<file path="src/rtl/dec_pp_pkg.sv">
package dec_pp_pkg;

   localparam int DIG_W = 4;

   // excess-6 code of decimal zero
   localparam logic [DIG_W-1:0] E6_ZERO = 4'd6;

   typedef struct packed {
      logic five;    // five-term present (value 5)
      logic two;     // two-term present (value 2)
      logic u_dbl;   // unit term uses 2X instead of X
      logic u_none;  // unit term is zero
   } sel_t;

endpackage

</file>
<file path="src/rtl/dec_pp_sel.sv">
module dec_pp_sel
   import dec_pp_pkg::*;
(
   input  logic [3:0] y,
   output sel_t       sel
);

   always_comb begin
      sel.five   = y[3] | (y[2] & (y[1] | y[0]));
      sel.two    = y[3] | (~y[2] & y[1]) | (y[2] & ~y[1] & ~y[0]);
      sel.u_none = ~y[3] & ((~y[2] & ~y[0]) | (y[2] & ~y[1] & y[0]));
      sel.u_dbl  = (y[2] & ~y[1] & ~y[0]) | (y[2] & y[1] & y[0]) | (y[3] & y[0]);
   end

   // the three terms rebuild the digit
   always_comb begin
      if (y <= 4'd9) begin
         p_decomp_r1: assert ((sel.five ? 5 : 0) + (sel.two ? 2 : 0)
                              + (sel.u_none ? 0 : (sel.u_dbl ? 2 : 1)) == int'(y))
            else $error("selector decode does not rebuild digit %0d", y);
      end
   end

endmodule

</file>
<file path="src/rtl/dec_pp_digadd.sv">
module dec_pp_digadd
   import dec_pp_pkg::*;
#(
   parameter int CARRY_SEL = 0
)(
   input  logic [3:0] a,
   input  logic       a_bcd,
   input  logic [3:0] b,
   input  logic       b_bcd,
   input  logic       cin,
   output logic [3:0] sum,
   output logic       s_bcd,
   output logic       cout
);

   logic [5:0] base;
   logic [5:0] tot;

   // bias the raw code sum to w + z + 6
   always_comb begin
      base = {2'b00, a} + {2'b00, b};
      if (a_bcd && b_bcd)
         base = base + 6'd6;
      else if (!a_bcd && !b_bcd)
         base = base - 6'd6;
   end

   generate
      if (CARRY_SEL == 1) begin : g_csel
         logic [5:0] t0, t1;
         assign t0  = base;
         assign t1  = base + 6'd1;
         assign tot = cin ? t1 : t0;
      end else begin : g_ripple
         assign tot = base + {5'd0, cin};
      end
   endgenerate

   assign cout  = tot[4];
   assign sum   = tot[3:0];
   assign s_bcd = tot[4];

   // the output code stays inside the range named by its flag
   always_comb begin
      if ((a_bcd ? (a <= 4'd9) : (a >= 4'd6)) && (b_bcd ? (b <= 4'd9) : (b >= 4'd6))) begin
         p_code_legal_r2: assert (s_bcd ? (sum <= 4'd9) : (sum >= 4'd6))
            else $error("digit code %0d illegal for flag %0b", sum, s_bcd);
      end
   end

endmodule

</file>
<file path="src/rtl/dec_pp_stage.sv">
module dec_pp_stage
   import dec_pp_pkg::*;
#(
   parameter int ND        = 5,
   parameter int CARRY_SEL = 0,
   localparam int W        = DIG_W * ND
)(
   input  logic [W-1:0]  a_dig,
   input  logic [ND-1:0] a_bcd,
   input  logic [W-1:0]  b_dig,
   input  logic [ND-1:0] b_bcd,
   output logic [W-1:0]  s_dig,
   output logic [ND-1:0] s_bcd,
   output logic          c_top
);

   logic [ND:0] cy;
   assign cy[0] = 1'b0;

   generate
      for (genvar i = 0; i < ND; i++) begin : g_dig
         dec_pp_digadd #(.CARRY_SEL(CARRY_SEL)) u_add (
            .a     (a_dig[DIG_W*i +: DIG_W]),
            .a_bcd (a_bcd[i]),
            .b     (b_dig[DIG_W*i +: DIG_W]),
            .b_bcd (b_bcd[i]),
            .cin   (cy[i]),
            .sum   (s_dig[DIG_W*i +: DIG_W]),
            .s_bcd (s_bcd[i]),
            .cout  (cy[i+1])
         );
      end
   endgenerate

   assign c_top = cy[ND];

endmodule

</file>
<file path="src/rtl/dec_pp_gen.sv">
module dec_pp_gen
   import dec_pp_pkg::*;
#(
   parameter int N_DIG     = 4,
   parameter int CARRY_SEL = 0,
   localparam int ND       = N_DIG + 1,
   localparam int XW       = DIG_W * N_DIG,
   localparam int PW       = DIG_W * ND
)(
   input  logic [3:0]    y_dig,
   input  logic [XW-1:0] x_bcd,
   input  logic [PW-1:0] x2_bcd,
   input  logic [PW-1:0] x5_e6,
   output logic [PW-1:0] pp_dig,
   output logic [ND-1:0] pp_is_bcd
);

   generate
      if (N_DIG < 1 || N_DIG > 17) begin : g_bad_n
         $error("N_DIG must lie in 1..17");
      end
      if (CARRY_SEL != 0 && CARRY_SEL != 1) begin : g_bad_c
         $error("CARRY_SEL must be 0 or 1");
      end
   endgenerate

   sel_t sel;

   dec_pp_sel u_sel (.y(y_dig), .sel(sel));

   // first chain: (5X or excess-6 zero) + (2X or BCD zero)
   logic [PW-1:0] s1_a, s1_b, s1_dig;
   logic [ND-1:0] s1_bcd;
   logic          s1_ctop;

   always_comb begin
      for (int i = 0; i < ND; i++) begin
         s1_a[DIG_W*i +: DIG_W] = sel.five ? x5_e6[DIG_W*i +: DIG_W] : E6_ZERO;
         s1_b[DIG_W*i +: DIG_W] = sel.two  ? x2_bcd[DIG_W*i +: DIG_W] : 4'd0;
      end
   end

   dec_pp_stage #(.ND(ND), .CARRY_SEL(CARRY_SEL)) u_stage1 (
      .a_dig (s1_a),
      .a_bcd ({ND{1'b0}}),
      .b_dig (s1_b),
      .b_bcd ({ND{1'b1}}),
      .s_dig (s1_dig),
      .s_bcd (s1_bcd),
      .c_top (s1_ctop)
   );

   // second chain: first result + (0, X or 2X) in BCD
   logic [PW-1:0] x_ext, u_mux, s2_b;
   logic          s2_ctop;

   assign x_ext = {4'd0, x_bcd};
   assign u_mux = sel.u_dbl ? x2_bcd : x_ext;
   assign s2_b  = sel.u_none ? '0 : u_mux;

   dec_pp_stage #(.ND(ND), .CARRY_SEL(CARRY_SEL)) u_stage2 (
      .a_dig (s1_dig),
      .a_bcd (s1_bcd),
      .b_dig (s2_b),
      .b_bcd ({ND{1'b1}}),
      .s_dig (pp_dig),
      .s_bcd (pp_is_bcd),
      .c_top (s2_ctop)
   );

   // no carry leaves either chain for a legal digit
   always_comb begin
      if (y_dig <= 4'd9) begin
         p_no_overflow1_r8: assert (!s1_ctop)
            else $error("first chain carried out of top digit");
         p_no_overflow2_r8: assert (!s2_ctop)
            else $error("second chain carried out of top digit");
      end
   end

   // zero digit gives zero-valued product
   logic all_zero;
   always_comb begin
      all_zero = 1'b1;
      for (int i = 0; i < ND; i++) begin
         if (pp_dig[DIG_W*i +: DIG_W] != (pp_is_bcd[i] ? 4'd0 : E6_ZERO))
            all_zero = 1'b0;
      end
      if (y_dig == 4'd0) begin
         p_zero_digit_r3: assert (all_zero)
            else $error("zero multiplier digit gave nonzero product");
      end
   end

endmodule

</file>
<file path="config.mk">
export PLATFORM = sky130hd
export DESIGN_NAME = dec_pp_gen
export DESIGN_NICKNAME = d
export VERILOG_FILES = /design/src/rtl/dec_pp_pkg.sv /design/src/rtl/dec_pp_sel.sv /design/src/rtl/dec_pp_digadd.sv /design/src/rtl/dec_pp_stage.sv /design/src/rtl/dec_pp_gen.sv
export SDC_FILE = /design/constraint.sdc
export NUM_CORES = 1
export LEC_CHECK = 0
export ABC_AREA = 1
export BUFFER_PORTS_ARGS = -buffer_cell sky130_fd_sc_hd__buf_4
export CAP_MARGIN = 20
export CORE_MARGIN = 2
export CORE_UTILIZATION = 45
export DETAILED_ROUTE_END_ITERATION = 16
export PLACE_DENSITY = 0.77
export SLEW_MARGIN = 20
export SYNTH_ARGS = -nofsm -noshare
export SYNTH_HDL_FRONTEND = slang
export SYNTH_HIERARCHICAL = 1
export SYNTH_SLANG_ARGS = --single-unit
</file>
<file path="constraint.sdc">
create_clock -name vclk -period 17.5
set_input_delay 1.75 -clock vclk [all_inputs]
set_output_delay 1.75 -clock vclk [all_outputs]
set_load 0.1 [all_outputs]
</file>
Word level (Yosys, flattened, before mapping)
Index checks and enable logic that the tools add are counted.
W data, S select, Z words.
{ "word_totals": {"output_inout_bits": 25, "ram_bits": 0, "latchBits": 0, "regBits": 0, "mem_count": 0, "romBits": 0} }
{ "classes": {"eq_ne": 0, "reduce_logical": 0, "n_mul": 0, "div": 0, "shift": 0, "add_sub_neg": 23, "magnitude_cmp": 0, "muxes": 17, "bitwise_logic": 21} }
{ "ops": {"columns": ["cell", "n"], "rows": [
  ["$add A4 B4 Y5", 10],
  ["$add A5 B1 Y5", 8],
  ["$mux W20", 2],
  ["$mux W4", 10],
  ["$add A5 B3 Y5 const B", 5],
  ["$mux W5", 5],
  ["$and A1 B1 Y1", 10],
  ["$or A1 B1 Y1", 7],
  ["$not A1 Y1", 4]
]} }

Logic depth before layout (Yosys ltp)
Gate-level depths: netlist of the first run.
{ "logic_depth": {"ltp_word": 14, "ltp_mapped": 70, "mapped_depth_nobuf": 68} }

By module
Netlist of the first run, hierarchy kept.
{ "modules_own_cells": {"columns": ["module", "cells_per_inst", "seq_area_each_um2", "area_per_inst_um2", "n_inst"], "rows": [
  ["dec_pp_digadd", 72, 0.0, 405.4, 10],
  ["dec_pp_gen", 180, 0.0, 728.2, 1],
  ["dec_pp_sel", 15, 0.0, 62.6, 1],
  ["dec_pp_stage", 1, 0.0, 3.8, 2]
]} }

Least setup slack after synthesis of the first run
Ideal clock, no wire load.
{ "synth_path": {"path_kind": "input to output", "start": "input port y_dig[2]", "end": "output port pp_dig[19]", "arrival_ps": 8773, "path_buffers": 1, "stages": 51, "path_slack_ps": 6977, "cell_sequence": "inv_2 a21oi_1 nand2_1 buf_2 nand2_1 inv_1 ha_1 fa_1 a21oi_1 nor2_1 nor2_1 nand2_1 nand3_1 nand2_1 ha_1 ha_1 nand2_2 inv_2 [15 not listed] inv_2 nand3_2 inv_1 nand2_1 nand2_1 ha_1 ha_1 fa_1 inv_1 nand2_1 nand2_1 inv_1 ha_1 inv_1 o21ai_0 nand2_2 nand3_1 xor2_1"} }
{ "synth_lines": {"columns": ["element", "line", "source"], "rows": [
  ["from (decl)", "dec_pp_gen.sv:10", "input logic [3:0] y_dig,"],
  ["to (decl)", "dec_pp_gen.sv:14", "output logic [PW-1:0] pp_dig,"]
]} }

==> results of run 1 <==
[through the flow]
stage          std cells  hold slack (ns)  utilization (%)  setup slack, ns
2_1_floorplan        945             4.21                -             6.98
3_3_place_gp        1148             4.22             53.9             6.86
3_5_place_dp        1148             4.23             53.9             6.75
4_1_cts             1148             4.23             53.9             6.74
5_1_grt             1148             4.27             53.9             6.06
6_report            1148             4.22             53.9             6.77
[how the worst max path moves through the flow]
| stage | endpoint | depth (start not counted) |
|---|---|---|
| finish | pp_is_bcd[4] | 54 |
| global route | pp_is_bcd[4] | 54 |
| global placement | pp_is_bcd[4] | 56 |
| detailed placement | pp_is_bcd[4] | 56 |
| CTS | pp_is_bcd[4] | 56 |
| floorplan | pp_dig[19] | 51 |
[metal layers]
layer / vias to the layer above / wire, um / track usage, %
li1: 2941 / - / -
met1: 2197 / 5340 / 25.6
met2: 84 / 5030 / 35.9
met3: 4 / 387 / 0.666
met4: 0 / 31 / 1.19
met5: - / 0 / 0
[worst max-delay path, delay by kind of cell]
family,cells,cell delay (ns)
AO/OA/AOI/OAI,2,0.38
buffers and inverters,13,0.94
adder cells (fa/ha/maj),12,3.20
AND/OR/NAND/NOR,27,2.70
[synth_stat cells, drive strengths merged]
cell type / number / share of area (%)
a21oi: 22 / 2.3
buf: 17 / 2.7
clkbuf: 2 / 0.57
clkinv: 10 / 0.77
conb: 4 / 0.31
fa: 10 / 4.1
ha: 70 / 18
inv: 180 / 14
nand2: 344 / 29
nand3: 121 / 15
nor2: 107 / 8.9
o21ai: 10 / 1.0
xor2: 20 / 3.6
[final cells by class]
type                       count  share of cell area, %
multi-input combinational    736                   72.8
inverter                     190                   12.7
timing repair buffer          86                   11.5
tap                          136                   3.03
[logic make-up (layout without fill, tap and decap cells)]
logic type / Yosys count / after routing / synth area share (%)
other: 4 / 32 / 0.309
and+or+nand+nor: 572 / 572 / 52.7
xor gates and xnor gates: 20 / 20 / 3.61
adders and majority gates: 80 / 80 / 22.2
buffers and inverters: 209 / 276 / 17.9
AOI/OAI and AO/OA: 32 / 32 / 3.30
==> flow_summary_export.csv, run 1 <==
group,metric,value,unit
outcome,status,"complete, no violations",
synthesis,synthCells,917,
sta,setup_violations,0,
synthesis,synth-seq-area-share,0,%
grt,grt_pass1_vias,4757,
layout,diodes,0,
hold_path,hold_end,"pp_dig[0]",
floorplanning,dieArea,11600,sq um
route,wirelength,10.8,mm
layout,final_common_cell,"nand2_1",
floorplanning,die_w,108,um
place,gp_congestion,0.861,
route,avgViaCountPerCell,4.55,
sta,slew_viol_final,0,
worst_setup_path,crit_path_start,"y_dig[0]",
worst_setup_path,critPathArrivalTime,8.98,ns
route,dr_total_vias,5226,
place,place_area,5620,sq um
floorplanning,core_area,10400,sq um
floorplanning,num_rows,37,
hold_path,min_from,"x_bcd[0]",
worst_setup_path,startpoint_type,"primary input",
sta,slew_headroom,46.0,%
synthesis,synthesis.area,4850,sq um
route,route.detailed.drc,0,
synthesis,syn_area_per_cell,5.29,sq um
worst_setup_path,cp_slowest_stage_delay,0.58,ns
layout,design.seq.count,0,
route,firstDrtPassIters,4,
worst_setup_path,path_max_fanout,20,
synthesis,synth.distinct_cells,19,
hold_path,hold_path.class,"in2out",
worst_setup_path,slowest_stage,"nand3_1",
route,drtIter0Drc,247,
floorplanning,die_h,108,um
clock_tree,postCtsSetupBuffers,0,
floorplanning,top_level_ports,85,
synthesis,yosys_warnings,6,
sta,worst_pin_slew,0.807,ns
worst_setup_path,worst_setup_path_end_kind,"output port",
layout,register_area,0,sq um
hold_path,holdPathStages,6,
grt,grt_max_degree,37,
layout,clock_buffers,0,
sta,max_freq,93.2,MHz
layout,nFillCells,1148,
sta,fin_setup_tns,0,ns
sta,period_minus_slack,10.73,ns
sta,hold_viol,0,
place,hpwl,9.42,mm
route,ant_nets,0,
grt,grt_antenna_before_repair,0,
layout,multi_input_area,4090,sq um
job,drv_cap,0,
layout,layout-drive-gt1-share,17.9,%
place,io_buffer_count,85,
layout,num-nets-final,1154,
layout,final_cell_area,5620,sq um
grt,grt_pass1_wl,19.2,mm
sta,fin_crit_sh,61.3,%
worst_setup_path,path_class,"in2out",
grt,grt_use_total,19.2,%
clock_tree,cts.hold.buffers_added,0,
worst_setup_path,crit_top_cell,"nand2_1",
clock_tree,cts_resized,0,
layout,final_cell_mix,"nand2_1, inv_1, nand3_1",
layout,syn_to_final_growth,15.8,%
worst_setup_path,cp_data_required_time,15.75,ns
sta,rsz0062_at_grt,"false",
floorplanning,initial_core_util,46.6,%
route,wl_per_cell,9.40,um
grt,grt_overflow,0,
Power of run 1 is left out: the tool's default activity adds up to more than one toggle a clock period on the data nets, which glitch-free logic cannot reach.
==> run 2: changes to the inputs <==
==> constraint.sdc (replaced) <==
create_clock -name vclk -period 10.1
set_input_delay 1.01 -clock vclk [all_inputs]
set_output_delay 1.01 -clock vclk [all_outputs]
set_load 0.1 [all_outputs]
==> run 2 against run 1 <==
- die area did not move
- critical path type unchanged
- critical path depth up 4
- global-route usage grew 0.063 points
- hold slack got worse by 1.5 ns
- worst setup slack got worse by 5.6 ns
- core utilization grew 0.14 points
- non-clock buffer count up 2
- sequential share of layout area unchanged
- wire length shrank 0.36%
- first-iteration DRC count shrank 5.3%
- via count increased by 0.86%
- highest routed layer unchanged
- cell area rose by 0.27%
- critical endpoint unchanged
==> flow_summary_export.csv, run 2 (synthesized netlist as in run 1, its figures left out) <==
group,metric,value,unit
sta,rsz0062_at_grt,"false",
floorplanning,die_w,108,um
worst_setup_path,worst_setup_path_end_kind,"output port",
worst_setup_path,cp_data_required_time,9.09,ns
sta,fin_setup_tns,0,ns
route,wl_per_cell,9.35,um
worst_setup_path,crit_top_cell,"nand2_1",
layout,final_cell_area,5630,sq um
layout,final_util,54.1,%
floorplanning,initial_core_util,46.6,%
route,drtIter0Drc,234,
layout,num-nets-final,1156,
hold_path,holdPathStages,6,
layout,clock_buffers,0,
job,drv_cap,0,
route,wirelength,10.8,mm
sta,fin_crit_sh,88.2,%
route,avgViaCountPerCell,4.58,
hold_path,hold_end,"pp_dig[0]",
layout,nFillCells,1110,
route,ant_nets,0,
sta,setup_violations,0,
hold_path,min_from,"x_bcd[0]",
worst_setup_path,critPathArrivalTime,7.89,ns
grt,grt_use_total,19.3,%
layout,register_area,0,sq um
route,route.detailed.drc,0,
hold_path,hold_path.class,"in2out",
grt,grt_pass1_vias,4866,
worst_setup_path,cp_slowest_stage_delay,0.44,ns
layout,diodes,0,
worst_setup_path,path_max_fanout,11,
sta,hold_viol,0,
layout,multi_input_area,4090,sq um
worst_setup_path,path_class,"in2out",
layout,syn_to_final_growth,16.1,%
grt,grt_antenna_before_repair,0,
layout,final_common_cell,"nand2_1",
route,firstDrtPassIters,5,
sta,slew_headroom,60.5,%
clock_tree,cts.hold.buffers_added,0,
place,io_buffer_count,85,
sta,worst_pin_slew,0.591,ns
grt,grt_overflow,0,
place,hpwl,9.65,mm
sta,period_minus_slack,8.90,ns
sta,max_freq,112,MHz
grt,grt_pass1_wl,19.3,mm
floorplanning,die_h,108,um
layout,design.seq.count,0,
floorplanning,top_level_ports,85,
place,place_area,5630,sq um
floorplanning,dieArea,11600,sq um
worst_setup_path,startpoint_type,"primary input",
clock_tree,postCtsSetupBuffers,0,
route,dr_total_vias,5271,
layout,layout-drive-gt1-share,18.0,%
grt,grt_max_degree,21,
sta,slew_viol_final,0,
clock_tree,cts_resized,0,
outcome,status,"complete, no violations",
worst_setup_path,slowest_stage,"fa_1",
floorplanning,num_rows,37,
floorplanning,core_area,10400,sq um
layout,final_cell_mix,"nand2_1, inv_1, nand3_1",
place,gp_congestion,0.873,
[run 2: cell type report]
type               count  area share (%)
multi-input cells    736            72.6
inverters            190            12.7
repair buffers        88            11.7
well taps            136            3.02
[run 2: worst max-delay path by stage]
stage | start | endpoint | slack (ns) | cells past startpoint
after detailed placement | y_dig[2] | pp_is_bcd[4] | 1.14 | 58
final | y_dig[2] | pp_is_bcd[4] | 1.20 | 58
after global routing | y_dig[2] | pp_is_bcd[4] | 0.35 | 59
after global placement | y_dig[2] | pp_is_bcd[4] | 1.33 | 58
after floorplan | y_dig[2] | pp_dig[19] | 1.06 | 51
after CTS | y_dig[2] | pp_is_bcd[4] | 1.13 | 58
[run 2: routing by layer]
layer	up-vias	part of all wire (%)	track usage (%)
li1	2939	-	-
met1	2248	47	24.5
met2	82	48	38.0
met3	2	4.2	0.484
met4	0	0.019	0.366
met5	-	0	0
[run 2: worst max-delay path, delay by kind of cell]
family | cells | cell delay [ns]
buffers and inverters | 14 | 0.98
adder cells (fa/ha/maj) | 12 | 3.06
AND/OR/NAND/NOR | 30 | 2.45
AO/OA/AOI/OAI | 2 | 0.40
[run 2: per-stage QoR]
stage               setup WS [ns]  cells  hold WS, ns
floorplan                    1.06    945         2.73
global placement             1.33   1150         2.74
detailed placement           1.14   1150         2.74
CTS                          1.13   1150         2.74
global route                0.355   1150         2.77
finish                       1.20   1150         2.73
Power of run 2 is left out for the same reason.
